===== src/rtl/esi_pkg.sv =====
package esi_pkg;
    localparam int N_EVT   = 7;
    localparam int N_TASK  = 5;
    localparam int N_SHORT = 6;
    localparam int AW      = 3;
    localparam int DW      = 8;

    // event bit positions
    localparam int EV_STOPPED = 0;
    localparam int EV_ERROR   = 1;
    localparam int EV_SUSP    = 2;
    localparam int EV_RXSTART = 3;
    localparam int EV_TXSTART = 4;
    localparam int EV_LASTRX  = 5;
    localparam int EV_LASTTX  = 6;

    // task bit positions
    localparam int TK_STARTRX = 0;
    localparam int TK_STARTTX = 1;
    localparam int TK_STOP    = 2;
    localparam int TK_SUSPEND = 3;
    localparam int TK_RESUME  = 4;

    // shortcut k: source event and destination task
    localparam int SC_SRC [N_SHORT] = '{EV_LASTTX, EV_LASTTX, EV_LASTTX,
                                        EV_LASTRX, EV_LASTRX, EV_LASTRX};
    localparam int SC_DST [N_SHORT] = '{TK_STARTRX, TK_SUSPEND, TK_STOP,
                                        TK_STARTTX, TK_SUSPEND, TK_STOP};

    typedef enum logic [AW-1:0] {
        A_SHORTS  = 3'd0,
        A_IEN     = 3'd1,
        A_IEN_SET = 3'd2,
        A_IEN_CLR = 3'd3,
        A_FLAGS   = 3'd4
    } reg_addr_e;
endpackage


===== src/rtl/esi_flags.sv =====
module esi_flags
    import esi_pkg::*;
(
    input  logic             clk_i,
    input  logic             rst_ni,
    input  logic [N_EVT-1:0] evt_i,
    input  logic             clr_wr_i,
    input  logic [N_EVT-1:0] keep_mask_i,
    output logic [N_EVT-1:0] flags_o
);
    typedef struct packed {
        logic [N_EVT-1:0] flags;
    } st_t;

    st_t st_d, st_q;

    always_comb begin
        st_d = st_q;
        if (clr_wr_i) begin
            st_d.flags = st_q.flags & keep_mask_i;
        end
        // a new event wins over a clear in the same cycle
        st_d.flags = st_d.flags | evt_i;
    end

    always_ff @(posedge clk_i) begin
        if (!rst_ni) st_q <= '0;
        else         st_q <= st_d;
    end

    assign flags_o = st_q.flags;
endmodule


===== src/rtl/esi_shorts.sv =====
module esi_shorts
    import esi_pkg::*;
(
    input  logic               clk_i,
    input  logic               rst_ni,
    input  logic               en_wr_i,
    input  logic [N_SHORT-1:0] en_wdata_i,
    input  logic [N_EVT-1:0]   evt_i,
    input  logic [N_TASK-1:0]  sw_task_i,
    output logic [N_SHORT-1:0] shorts_o,
    output logic [N_TASK-1:0]  task_o
);
    typedef struct packed {
        logic [N_SHORT-1:0] en;
        logic [N_TASK-1:0]  tasks;
    } st_t;

    st_t st_d, st_q;
    logic [N_TASK-1:0] hw_task [N_SHORT+1];

    // chain of ORs: each shortcut adds its destination task when armed
    assign hw_task[0] = '0;
    for (genvar k = 0; k < N_SHORT; k++) begin : g_short
        logic [N_TASK-1:0] one_hot;
        assign one_hot = (N_TASK'(1) << SC_DST[k]);
        assign hw_task[k+1] = hw_task[k] |
            ((st_q.en[k] && evt_i[SC_SRC[k]]) ? one_hot : '0);
    end

    always_comb begin
        st_d       = st_q;
        st_d.tasks = sw_task_i | hw_task[N_SHORT];
        if (en_wr_i) begin
            st_d.en = en_wdata_i;
        end
    end

    always_ff @(posedge clk_i) begin
        if (!rst_ni) st_q <= '0;
        else         st_q <= st_d;
    end

    assign shorts_o = st_q.en;
    assign task_o   = st_q.tasks;
endmodule


===== src/rtl/esi_irq.sv =====
module esi_irq
    import esi_pkg::*;
(
    input  logic             clk_i,
    input  logic             rst_ni,
    input  logic             wr_plain_i,
    input  logic             wr_set_i,
    input  logic             wr_clr_i,
    input  logic [N_EVT-1:0] wdata_i,
    input  logic [N_EVT-1:0] flags_i,
    output logic [N_EVT-1:0] ien_o,
    output logic             irq_o
);
    typedef struct packed {
        logic [N_EVT-1:0] ien;
    } st_t;

    st_t st_d, st_q;

    always_comb begin
        st_d = st_q;
        unique case (1'b1)
            wr_plain_i: st_d.ien = wdata_i;
            wr_set_i:   st_d.ien = st_q.ien | wdata_i;
            wr_clr_i:   st_d.ien = st_q.ien & ~wdata_i;
            default:    st_d.ien = st_q.ien;
        endcase
    end

    always_ff @(posedge clk_i) begin
        if (!rst_ni) st_q <= '0;
        else         st_q <= st_d;
    end

    assign ien_o = st_q.ien;
    assign irq_o = |(flags_i & st_q.ien);
endmodule


===== src/rtl/evt_short_irq.sv =====
module evt_short_irq
    import esi_pkg::*;
(
    input  logic              clk_i,
    input  logic              rst_ni,
    input  logic [N_EVT-1:0]  evt_i,
    input  logic [N_TASK-1:0] sw_task_i,
    output logic [N_TASK-1:0] task_o,
    input  logic              reg_wr_i,
    input  logic [AW-1:0]     reg_addr_i,
    input  logic [DW-1:0]     reg_wdata_i,
    output logic [DW-1:0]     reg_rdata_o,
    output logic              irq_o
);
    logic [N_SHORT-1:0] shorts_q;
    logic [N_EVT-1:0]   ien_q;
    logic [N_EVT-1:0]   flags_q;

    logic wr_shorts, wr_plain, wr_set, wr_clr, wr_flags;

    assign wr_shorts = reg_wr_i && (reg_addr_i == A_SHORTS);
    assign wr_plain  = reg_wr_i && (reg_addr_i == A_IEN);
    assign wr_set    = reg_wr_i && (reg_addr_i == A_IEN_SET);
    assign wr_clr    = reg_wr_i && (reg_addr_i == A_IEN_CLR);
    assign wr_flags  = reg_wr_i && (reg_addr_i == A_FLAGS);

    esi_flags u_flags (
        .clk_i       (clk_i),
        .rst_ni      (rst_ni),
        .evt_i       (evt_i),
        .clr_wr_i    (wr_flags),
        .keep_mask_i (reg_wdata_i[N_EVT-1:0]),
        .flags_o     (flags_q)
    );

    esi_shorts u_shorts (
        .clk_i      (clk_i),
        .rst_ni     (rst_ni),
        .en_wr_i    (wr_shorts),
        .en_wdata_i (reg_wdata_i[N_SHORT-1:0]),
        .evt_i      (evt_i),
        .sw_task_i  (sw_task_i),
        .shorts_o   (shorts_q),
        .task_o     (task_o)
    );

    esi_irq u_irq (
        .clk_i      (clk_i),
        .rst_ni     (rst_ni),
        .wr_plain_i (wr_plain),
        .wr_set_i   (wr_set),
        .wr_clr_i   (wr_clr),
        .wdata_i    (reg_wdata_i[N_EVT-1:0]),
        .flags_i    (flags_q),
        .ien_o      (ien_q),
        .irq_o      (irq_o)
    );

    always_comb begin
        unique case (reg_addr_i)
            A_SHORTS:                   reg_rdata_o = DW'(shorts_q);
            A_IEN, A_IEN_SET, A_IEN_CLR: reg_rdata_o = DW'(ien_q);
            A_FLAGS:                    reg_rdata_o = DW'(flags_q);
            default:                    reg_rdata_o = '0;
        endcase
    end
endmodule


===== config.mk =====
export PLATFORM = sky130hd
export DESIGN_NAME = evt_short_irq
export DESIGN_NICKNAME = d
export VERILOG_FILES = /design/src/rtl/esi_pkg.sv /design/src/rtl/esi_flags.sv /design/src/rtl/esi_shorts.sv /design/src/rtl/esi_irq.sv /design/src/rtl/evt_short_irq.sv
export SDC_FILE = /design/constraint.sdc
export NUM_CORES = 1
export LEC_CHECK = 0
export BUFFER_PORTS_ARGS = -buffer_cell sky130_fd_sc_hd__clkbuf_2
export CAP_MARGIN = 0
export CORE_AREA = 4 4 54 56
export DETAILED_ROUTE_END_ITERATION = 16
export DIE_AREA = 0 0 58 60
export HOLD_SLACK_MARGIN = 0.05
export PLACE_DENSITY = 0.79
export SYNTH_ARGS = -nofsm -noshare
export SYNTH_HDL_FRONTEND = slang
export SYNTH_SLANG_ARGS = --single-unit

===== constraint.sdc =====
create_clock -name clk_i -period 2.9 [get_ports clk_i]
set_clock_uncertainty 0.05 [all_clocks]
set_input_delay 0.435 -clock clk_i [delete_from_list [all_inputs] [get_ports clk_i]]
set_output_delay 0.435 -clock clk_i [all_outputs]
set_load 0.03 [all_outputs]

; Word-level counts from Yosys, hierarchy flattened
; Cells that the tools add are included.
[totals]
in_bits = 26
out_inout_bits = 14
elab_cells = 44
register_bits = 25
romBits = 0
latchBits = 0
mem_count = 0
ramBits = 0
[classes]
n_div = 0
n_lt_le_gt_ge = 0
bitwise = 12
n_reduce_logical = 15
muxes = 9
n_eq_ne = 4
shift = 0
n_mul = 0
addsub = 0
[op_table]
columns = operator, n
row1 = case mux 7 bit (3 select lines), 2
row2 = OR 5 bit, 6
row3 = bitwise AND 7 bit, 3
row4 = OR 7 bit, 2
row5 = logical AND 1 bit, 11
row6 = 2-to-1 mux 4 bit, 2
row7 = 2-to-1 mux 7 bit, 1
row8 = NOT 7 bit, 1
row9 = OR reduction 7 bit, 1
row10 = == test 3 x 2 -> 1 bit (second input constant), 2
row11 = 2-to-1 mux 3 bit, 2
row12 = == test 3 x 1 -> 1 bit (second input constant), 1
row13 = == test 3 bit (second input constant), 1
row14 = zero test 3 bit, 1
row15 = nonzero test 3 bit, 1
row16 = OR reduction 3 bit, 1
row17 = 2-to-1 mux 2 bit, 1
row18 = 2-to-1 mux 1 bit, 1

; Logic depth before layout (Yosys ltp)
; Gate-level depths: netlist (run 1).
[depth]
ltp_word = 8
ltp_mapped = 5
depth_no_buf = 3

; Cells and area by module
; A second synthesis (run 1) with hierarchy kept.
[hier_totals]
cells_unflattened = 143
area_unflattened_um2 = 1353.8
[by_module_without_submodules]
columns = mod, instances, seq_area_each_um2, area_per_inst_um2, cells_each
row1 = esi_shorts, 1, 220.2, 394.1, 34
row2 = esi_irq, 1, 140.1, 389.1, 43
row3 = evt_short_irq, 1, 0.0, 289.0, 38
row4 = esi_flags, 1, 140.1, 281.5, 28

; Least setup slack after synthesis (run 1)
; OpenSTA, ideal clock, no wires.
[synth_timing]
kind = input-to-output
start = input port reg_addr_i[1]
end = output port reg_rdata_o[4]
required_ps = 2415
path_stages = 5
setup_slack_ps = 688
t_arrival_ps = 1727
n_path_buf = 2
path_cell_list = buf_2 nor2_4 buf_4 mux2i_1 o21ai_0
[synth_between]
elab_chain_len = 3
elab_cells_between_ends = 7
cone_classes = 4 x eq/ne / 1 x mux / 2 x reduce/logical
[synth_rtl]
columns = item, line
row1 = "start, declared", evt_short_irq.sv:10  ; input logic [AW-1:0] reg_addr_i,
row2 = == test 3 x 1 -> 1 bit / == test 3 x 2 -> 1 bit (equally long branches), evt_short_irq.sv:60  ; unique case (reg_addr_i)
row3 = OR reduction 3 bit, evt_short_irq.sv:60
row4 = case mux 7 bit (3 select lines) (*), evt_short_irq.sv:60
row5 = "end, declared", evt_short_irq.sv:12  ; output logic [DW-1:0] reg_rdata_o,
; Every way passes the cells marked *; elsewhere a longest branch is shown, timed or not.

; Final worst setup path (run 1)
[layout_timing]
start = input port reg_addr_i[1]
end = output port reg_rdata_o[1]
; The elaborated chain is that of the path after synthesis.

==> results of run 1 <==
path summary, 6_finish.rpt:
kind / end / cells after the start
setup reg to reg: u_shorts.task_o[2]$_SDFF_PN0_ / 2
hold reg to reg: u_irq.ien_o[1]$_SDFFE_PN0P_ / 2
setup / recovery: reg_rdata_o[1] / 5
hold / removal: u_shorts.task_o[4]$_SDFF_PN0_ / 2
cell families after synthesis:
| kind of cell | Yosys count |
|---|---|
| flip-flops | 25 |
| AO/OA/AOI/OAI | 42 |
| multiplexers | 12 |
| AND/OR/NAND/NOR | 48 |
| buffers and inverters | 17 |
| XOR/XNOR | 1 |
| other | 1 |
worst max-delay path: cells and delay by family:
family / cells / cell delay (ns)
buf+inv: 2 / 0.45
simple gates: 1 / 0.41
compound gates: 1 / 0.18
mux: 1 / 0.14
cell type report:
type | count | share of cell area [%]
tap | 30 | 2.650
inverter | 7 | 1.855
clock buffer | 4 | 1.855
timing repair buffer | 37 | 13.07
multi-input combinational | 104 | 45.23
sequential | 25 | 35.34
per-stage QoR:
step | power, W | area [um^2] | setup slack (ns) | hold slack (ns) | instances
finish | 0.0006431 | 1416 | 0.7986 | 0.2676 | 207
global route | 0.0006767 | 1416 | 0.7039 | 0.2626 | 207
CTS | 0.0006449 | 1416 | 0.8152 | 0.2685 | 207
detailed placement | 0.0004973 | 1390 | 0.8193 | 0.4284 | 203
global placement | 0.0004917 | 1390 | 0.8441 | 0.4207 | 203
floorplan | 0.0004559 | 1222 | 0.6878 | 0.4079 | 146
layout by cell type, fill, tap and decap left out, drive strengths merged:
master	count
a222oi	1
dfxtp	25
clkbuf	41
nor2	8
nand2	13
o22ai	6
inv	7
conb	1
nor4b	1
a21oi	16
a221oi	2
xor2	1
a22oi	2
o221ai	1
nand2b	1
nand3b	3
nor2b	10
o21ai	14
nor4bb	1
mux2i	12
and2	1
and3	1
nand3	9
sequential cells by signal, indices dropped and copies added, names as in the netlist:
name / flops
u_shorts.shorts_o: 6
u_irq.ien_o: 7
u_shorts.task_o: 5
u_flags.flags_o: 7
routing by layer:
layer | global-route usage (%) | up-vias
li1 | - | 570
met1 | 22.19 | 548
met2 | 30.32 | 49
met3 | 3.024 | 2
met4 | 6.954 | 0
met5 | 0 | -
power by group through the flow:
stage | Clock, W | Sequential, W | Combinational (W)
2_1_floorplan | 0 | 0.000384 | 0.0000717
6_report | 0.000153 | 0.000372 | 0.000118
3_3_place_gp | 0 | 0.000379 | 0.000113
4_1_cts | 0.000155 | 0.000372 | 0.000118
5_1_grt | 0.000174 | 0.000375 | 0.000128
3_5_place_dp | 0 | 0.000380 | 0.000118
==> impl_results.md, run 1 <==
* Slew margin rel. at 59.91%
* PostCTS Resize Cnt at 0
* Run status: finished clean
* Flop pwr share at 57.9%
* Most common cell in the synthesized netlist: dfxtp_1
* Final Setup Violations at 0
* Post-synthesis sequential area ratio at 40.94%
* CP most frequent cell: clkbuf_2
* Syn Inst Count at 146
* DP HPWL at between 2000 and 2500 um
* RSZ-0062 raised after global routing: false
* Buffers on Ports at 37
* DR top layer: met4
* Main area contributors after synthesis: dfxtp_1 41%, mux2i_1 9.8%, a21oi_1 6.6%, o21ai_0 5.7%, nor2b_1 5.1%
* Core Footprint at between 2000 and 2500 um^2
* Main combinational cell family by area after synthesis: simple AND/OR/NAND/NOR gates
* Post-synthesis xor/xnor area fraction at 0.7165%
* Clock Pin Slew Worst Setup and Hold Paths at 0.13 ns
* Yosys reg bits at 25
* Drt pass-1 iters at 5
* Switching Share at 28.89%
* CP startpoint: reg_addr_i[1]
* Area leader, netlist: dfxtp_1
* Static leakage at 0.6030 nW
* Critical Path Sink Type: primary output
* Min cycle time layout at between 2 and 2.5 ns
* Hold Crit Class: input pin to flop
* Routed wire length per instance at 14.32 um
* Share of cells above drive strength 1 at 23.73%
* Post-CTS Hold Buffers at 0
* WP data required at 2.41 ns
* Clk root buf: clkbuf_4
* GRT Total Usage at between 10% and 20%
* Fin. Hold Viols at 0
* Tcrit/Tclk final at just over 70%
* Multi-input gate area at 640.6 um^2
* Post-synth cell types at 28
* NetSw at 0.0001858 W
* Synth Area in Compound Gates at 19.55%
* Post-Synth Adder-Cell Area at 0%
* Critical path class: input pin to primary output
* Max-Cap Viols at 0
* Setup repair bufs after CTS at 0
* HP Start: sw_task_i[4]
* Commonest cells post-synth: 25 x dfxtp_1, 16 x a21oi_1, 14 x o21ai_0
* Worst flop-to-flop path startpoint: u_shorts.shorts_o[2]$_SDFFE_PN0P_
* DR vias/cell at between 5 and 6
* Post-Syn Area at between 1000 and 1500 um^2
* TritonCTS clock tree: built
* Largest net degree at the start of global routing at 34
* Syn Nets at about 170
* Metal3 WL at around 190 um
* Antenna violations before repair at 0
* Num CTS Buffers at 3
* Top FF cell, synth: dfxtp_1
* Clock latency on the worst-skew pair at 0.31 ns
* CP peak stage delay at 0.41 ns
* Startpoint types: input pin
* Die width at 58 um
* Slew @ Worst Pin at 0.5988 ns
* Vias in the first global route at 1089
* Finished Core Util at between 50% and 60%
* CTS sink cnt at 25
* Comb power frac at a little under a fifth
* Die height at 60 um
* Simple-gate share of the synthesized area at approximately 22%
* H-tree depth at 1
* Via count at 1169
* Starting density of the core at 50.26%
* Max clock buf depth at 2
* R2R Setup Slk at 2.02 ns
* Row cnt at 18
* Multiplexer share of the synthesized area at 9.826%
* Routability cong. at 0.8126
* FF/Latch Area at 500.5 um^2
* Int Pwr at 0.0004573 W
* Share of the synthesized area in the top cell type at 40.94%
* Final wirelength at 2964 um
* Peak VDD IR at 0.0002309 V
* Post-synth EDFFs at 0
* Metal-1 WL at 1315 um
* Synthesis-to-finish area growth at 15.87%
* Critical path's slowest cell: nor2_4
* Met2 wire length at ~1400 um
* First-pass GRT wire length at approximately 4800 um
* CP cell instances: clkbuf_2 -> nor2_4 -> mux2i_1 -> o21ai_0 -> clkbuf_2
* Final TNS setup at 0 ns
* Max FO, Critical Path at 15
* Num ports at 40
* Crit path DAT at 1.62 ns
* Pwr dens at around 450 nW/um^2
* Post-synth ARST share at 0%
* Max-slew violation count at 0
* Antenna Nets Post-Route at 0
* Fmax at roughly 0.48 GHz
* Syn. warnings at 0
* ANT cells at 0
* GR Overflow Total at 0
* Final nets at 204
* Die area at 3480 um^2
* Clock power frac at a little under a quarter
* DRT iter0 DRCs at 40
* FILL cells at 241
* Post-route DRC violation count at 0
* Syn_area_per_cell at 8.373 um^2
Power figures use the tool's default switching activity.
==> inputs of run 2 (changes only) <==
- CORE_AREA: 4 4 54 56 -> 4 4 55 57
- DIE_AREA: 0 0 58 60 -> 0 0 59 61
- PLACE_DENSITY: 0.79 -> 0.76
- clock period: 2.9 -> 2 ns (I/O delays scaled with it)
==> impl_results.md, run 2 (synthesized netlist as in run 1, its figures left out) <==
* Run status: finished clean
* ANT cells at 0
* Starting density of the core at 49.34%
* Num CTS Buffers at 3
* Most frequent cells in the layout: 37 x clkbuf_2, 25 x dfxtp_1, 16 x a21oi_1
* RSZ-0062 raised after global routing: false
* WP data required at roughly 1.7 ns
* Setup repair bufs after CTS at 0
* Switching Share at around 29%
* Setup ws final at 0.2326 ns
* Final nets at 206
* Die area at 3599 um^2
* Worst hold stages at 2
* Fin. Hold Viols at 0
* Post-CTS Hold Buffers at 0
* Row cnt at 18
* Final TNS setup at 0 ns
* Clk root buf: clkbuf_4
* Fmax at 0.5658 GHz
* Largest net degree at the start of global routing at 34
* GRT Total Usage at 17.52%
* H-tree depth at 1
* Worst reg-to-reg path cell count at 2
* Clock Pin Slew Worst Setup and Hold Paths at 0.13 ns
* Critical path class: flop to primary output
* Routed wire length per instance at 13.83 um
* Drt pass-1 iters at 4
* Min cycle time layout at 1.767 ns
* Via count at 1137
* Die height at about 60 um
* Final Setup Violations at 0
* Peak VDD IR at around 0.00046 V
* Int Pwr at 0.0006622 W
* Vias in the first global route at 1064
* DRT iter0 DRCs at 51
* TritonCTS clock tree: built
* Flop pwr share at 57.5%
* Slew margin rel. at 63.49%
* Antenna Nets Post-Route at 0
* Clock power frac at 24.2%
* NetSw at 0.0002758 W
* Max clock buf depth at 2
* Post-route DRC violation count at 0
* CTS sink cnt at 25
* Synthesis-to-finish area growth at 17.20%
* PostCTS Resize Cnt at 0
* Pwr dens at 654.8 nW/um^2
* Most common cell after layout, fill and taps aside: clkbuf_2
* Core Footprint at 2477 um^2
* Slew @ Worst Pin at 0.5476 ns
* FILL cells at 250
* Final wirelength at 2890 um
* Die width at 59 um
* Max-Cap Viols at 0
* Max-slew violation count at 0
* Static leakage at between 0.6 and 0.7 nW
* Hold Crit Class: input pin to flop
* DR vias/cell at 5.440
* Tcrit/Tclk final at 88.37%
* Startpoint types: flop
* Crit path DAT at approximately 1.4 ns
* Max FO, Critical Path at 3
* Share of cells above drive strength 1 at 25.14%
* Critical Path Sink Type: primary output
* Routability cong. at roughly 0.80
* Buffers on Ports at 37
* Comb power frac at 18.3%
* Pre-CTS setup slack at between 0.2 and 0.3 ns
* Num ports at 40
* First-pass GRT wire length at 4747 um
* DP HPWL at 2139 um
* Antenna violations before repair at 0
* GR Overflow Total at 0
* Clock latency on the worst-skew pair at approximately 0.32 ns
## run 2: routing by layer
layer	track usage [%]	vias up	routed length, um	share of wire, %
li1	-	577	-	-
met1	22.15	517	1229	43
met2	28.08	37	1435	50
met3	4.043	6	174	6.0
met4	8.738	0	51	1.8
met5	0	-	0	0
## run 2: final cells by class
| type | instances | area (um^2) | area share, % |
|---|---|---|---|
| flip-flops and latches | 25 | 500.5 | 34.93 |
| clock inverters | 1 | 5.005 | 0.3493 |
| multi-input cells | 104 | 640.6 | 44.72 |
| clock buffers | 3 | 22.52 | 1.572 |
| repair buffers | 39 | 200.2 | 13.97 |
| inverters | 7 | 26.28 | 1.834 |
| well taps | 30 | 37.54 | 2.620 |
## run 2: stage by stage
stage | instances | utilization [%] | hold WS [ns] | power [W] | instance area (um^2)
finish | 209 | 57.83 | 0.1282 | 0.0009380 | 1433
global route | 209 | 57.83 | 0.1109 | 0.0009884 | 1433
CTS | 209 | 57.83 | 0.1197 | 0.0009470 | 1433
detailed placement | 205 | 56.72 | 0.4318 | 0.0007217 | 1405
global placement | 205 | 56.72 | 0.4207 | 0.0007161 | 1405
floorplan | 146 | - | 0.3773 | 0.0006611 | 1222
## run 2: final timing paths
check,start,end,slack [ns]
setup / recovery,u_flags.flags_o[5]$_SDFF_PN0_,irq_o,0.23
hold / removal,sw_task_i[4],u_shorts.task_o[4]$_SDFF_PN0_,0.13
setup reg to reg,u_shorts.shorts_o[2]$_SDFFE_PN0P_,u_shorts.task_o[2]$_SDFF_PN0_,1.15
hold reg to reg,u_irq.ien_o[4]$_SDFFE_PN0P_,u_irq.ien_o[4]$_SDFFE_PN0P_,0.45
## run 2: power by group through the flow
stage | Sequential (W) | Clock, W | Combinational [W]
2_1_floorplan | 0.000557 | 0 | 0.000104
3_3_place_gp | 0.000549 | 0 | 0.000167
3_5_place_dp | 0.000550 | 0 | 0.000172
4_1_cts | 0.000539 | 0.000236 | 0.000172
5_1_grt | 0.000543 | 0.000257 | 0.000189
6_report | 0.000539 | 0.000227 | 0.000172
## run 2: worst max-delay path: stages, from the launching register on
cell,delay (ns)
dfxtp_1,0.36
a222oi_1,0.41
nand3_1,0.13
clkbuf_2,0.21
==> inputs of run 3 (changes only) <==
- ABC_AREA: not set -> 1
- ABC_CLOCK_PERIOD_IN_PS: not set -> 2000
- CORE_AREA: 4 4 55 57 -> 4 4 56 58
- DIE_AREA: 0 0 59 61 -> 0 0 60 62
==> impl_results.md, run 3 <==
* Syn. warnings at 0
* R2R Setup Slk at 1.22 ns
* Final TNS setup at 0 ns
* DR vias/cell at 5.094
* Post-CTS Hold Buffers at 0
* GRT Total Usage at between 10% and 20%
* Hold Path Sink: u_shorts.task_o[4]$_SDFF_PN0_
* Routability cong. at 0.8465
* TritonCTS clock tree: built
* Num CTS Buffers at 3
* H-tree depth at 1
* Post-synth cell types at 24
* RSZ-0062 raised after global routing: false
* Via count at 1299
* Final Setup Violations at 0
* Drt pass-1 iters at 4
* Clock latency on the worst-skew pair at 0.32 ns
* Num ports at 40
* Placed cell areas at approximately 1500 um^2
* Final nets at 251
* Clock Pin Slew Worst Setup and Hold Paths at around 0.14 ns
* Syn_area_per_cell at 6.798 um^2
* Run status: finished clean
* Fmax at 0.5895 GHz
* Fin. Hold Viols at 0
* HP Start: sw_task_i[4]
* Setup ws final at 0.3036 ns
* Yosys reg bits at 25
* Buf/Inv on CP at 3
* Share of cells above drive strength 1 at 24.11%
* Post-synth EDFFs at 0
* Worst flop-to-flop path endpoint: u_shorts.task_o[3]$_SDFF_PN0_
* CP peak stage delay at 0.31 ns
* Antenna violations before repair at 0
* Starting density of the core at between 40% and 50%
* Peak VDD IR at 0.0005454 V
* Worst reg-to-reg path cell count at 4
* Critical path depth at 6
* Tcrit/Tclk final at 84.82%
* Antenna Nets Post-Route at 0
* Syn Inst Count at 187
* Die height at 62 um
* Min cycle time layout at 1.696 ns
* Final wirelength at just over 3000 um
* Area leader, netlist: dfxtp_1
* PostCTS Resize Cnt at 0
* Commonest cells post-synth: 62 x nand2_1, 25 x dfxtp_1, 19 x inv_1
* Critical Path Sink Type: primary output
* Worst flop-to-flop path startpoint: u_shorts.shorts_o[1]$_SDFFE_PN0P_
* Critical path's slowest cell: nor2_2
* Hold Crit Class: input pin to flop
* Most common cell in the synthesized netlist: nand2_1
* Share of the synthesized area in the top cell type at between 30 and 40%
* Setup repair bufs after CTS at 0
* GR Overflow Total at 0
* Max clock buf depth at 2
* Most frequent cells in the layout: 62 x nand2_1, 37 x clkbuf_2, 25 x dfxtp_1
* Static leakage at 0.7773 nW
* Pre-CTS setup slack at 0.3129 ns
* Die width at around 60 um
* Max-slew violation count at 0
* Clk root buf: clkbuf_4
* Die area at about 3700 um^2
* Max-Cap Viols at 0
* FILL cells at 284
* Max FO, Critical Path at 10
* Synthesis-to-finish area growth at 17.72%
* Buffers on Ports at 37
* Design area at 1496 um^2
* Critical path class: input pin to primary output
* DP HPWL at about 2300 um
* CP most frequent cell: clkbuf_2
* Core Footprint at 2663 um^2
* ANT cells at 0
* Worst hold stages at 3
* Multi-input gate area at 639.4 um^2
* Crit path max-delay family: buffers and inverters
* Pwr dens at around 650 nW/um^2
* Syn Nets at around 210
* CTS sink cnt at 25
* FF/Latch Area at 500.5 um^2
* Largest net degree at the start of global routing at 17
* Finished Core Util at 56.20%
* Post-synth ARST share at 0%
* DRT iter0 DRCs at 40
* Most common cell after layout, fill and taps aside: nand2_1
* Routed wire length per instance at 12.03 um
* First-pass GRT wire length at 4947 um
* Vias in the first global route at 1136
* Crit path DAT at 1.35 ns
* Main area contributors after synthesis: dfxtp_1 39%, nand2_1 18%, a21oi_1 6.7%, inv_1 5.6%, nand3_1 5.5%
* WP data required at 1.65 ns
* Row cnt at 19
* Post-Syn Area at 1271 um^2
* Post-synthesis sequential area ratio at 39.37%
* Startpoint types: input pin
* Top FF cell, synth: dfxtp_1
* Post-route DRC violation count at 0
* CP cell instances: clkbuf_2 -> inv_4 -> nor2_2 -> nand2_1 -> nand3_1 -> clkbuf_2
==> run 3: changes by cell type after synthesis, sizes merged, moves of 7 or more <==
cell,previous run,this run
nand2,13,64
inv,7,23
mux2i,12,0
nor2,8,19
nor2b,10,0
nand4,0,7
==> run 3: worst min-delay path, stage by stage <==
cell and delay, ns:
clkbuf_2 0.08, nand2_1 0.05, inv_1 0.05
==> run 3: layer usage <==
layer / vias up / track usage [%] / wire, um
li1: 669 / - / -
met1: 579 / 22.64 / 1252
met2: 49 / 29.94 / 1518
met3: 2 / 3.926 / 284
met4: 0 / 4.114 / 11
met5: - / 0 / 0
==> run 3: cell type report <==
cell class              instances  share of cell area (%)
multi-input cells             133                   42.73
flip-flops and latches         25                   33.44
repair buffers                 38                   12.88
inverters                      24                   6.522
well taps                      31                   2.592
clock buffers                   3                   1.505
clock inverters                 1                  0.3344
==> run 3: how the worst max path moves through the flow <==
stage	startpoint	to	slack [ns]
floorplan	reg_addr_i[2]	reg_rdata_o[5]	0.66
global placement	reg_addr_i[2]	reg_rdata_o[3]	0.34
detailed placement	reg_addr_i[2]	reg_rdata_o[3]	0.31
CTS	reg_addr_i[2]	reg_rdata_o[3]	0.31
global route	reg_addr_i[1]	reg_rdata_o[3]	0.20
finish	reg_addr_i[2]	reg_rdata_o[3]	0.30
==> run 3: per-stage QoR <==
step	total power, W	hold WS, ns	cells
after floorplan	0.0006770	0.3476	187
after global placement	0.0007414	0.4123	251
after detailed placement	0.0007443	0.4151	251
after CTS	0.0009763	0.1135	255
after global routing	0.001014	0.1022	255
final	0.0009672	0.1174	255
==> run 3: cells by family after synthesis <==
kind of cell | count (synthesis) | synth area share, %
compound gates | 26 | 10.53
buf+inv | 29 | 10.33
flops | 25 | 39.37
other cells | 1 | 0.2950
simple gates | 106 | 39.47
==> run 3: power by group <==
group	leakage [nW]	internal (W)	switching [W]
combinational	0.553	0.0000635	0.000127
sequential	0.206	0.000525	0.0000167
clock	0.0177	0.0000751	0.000160
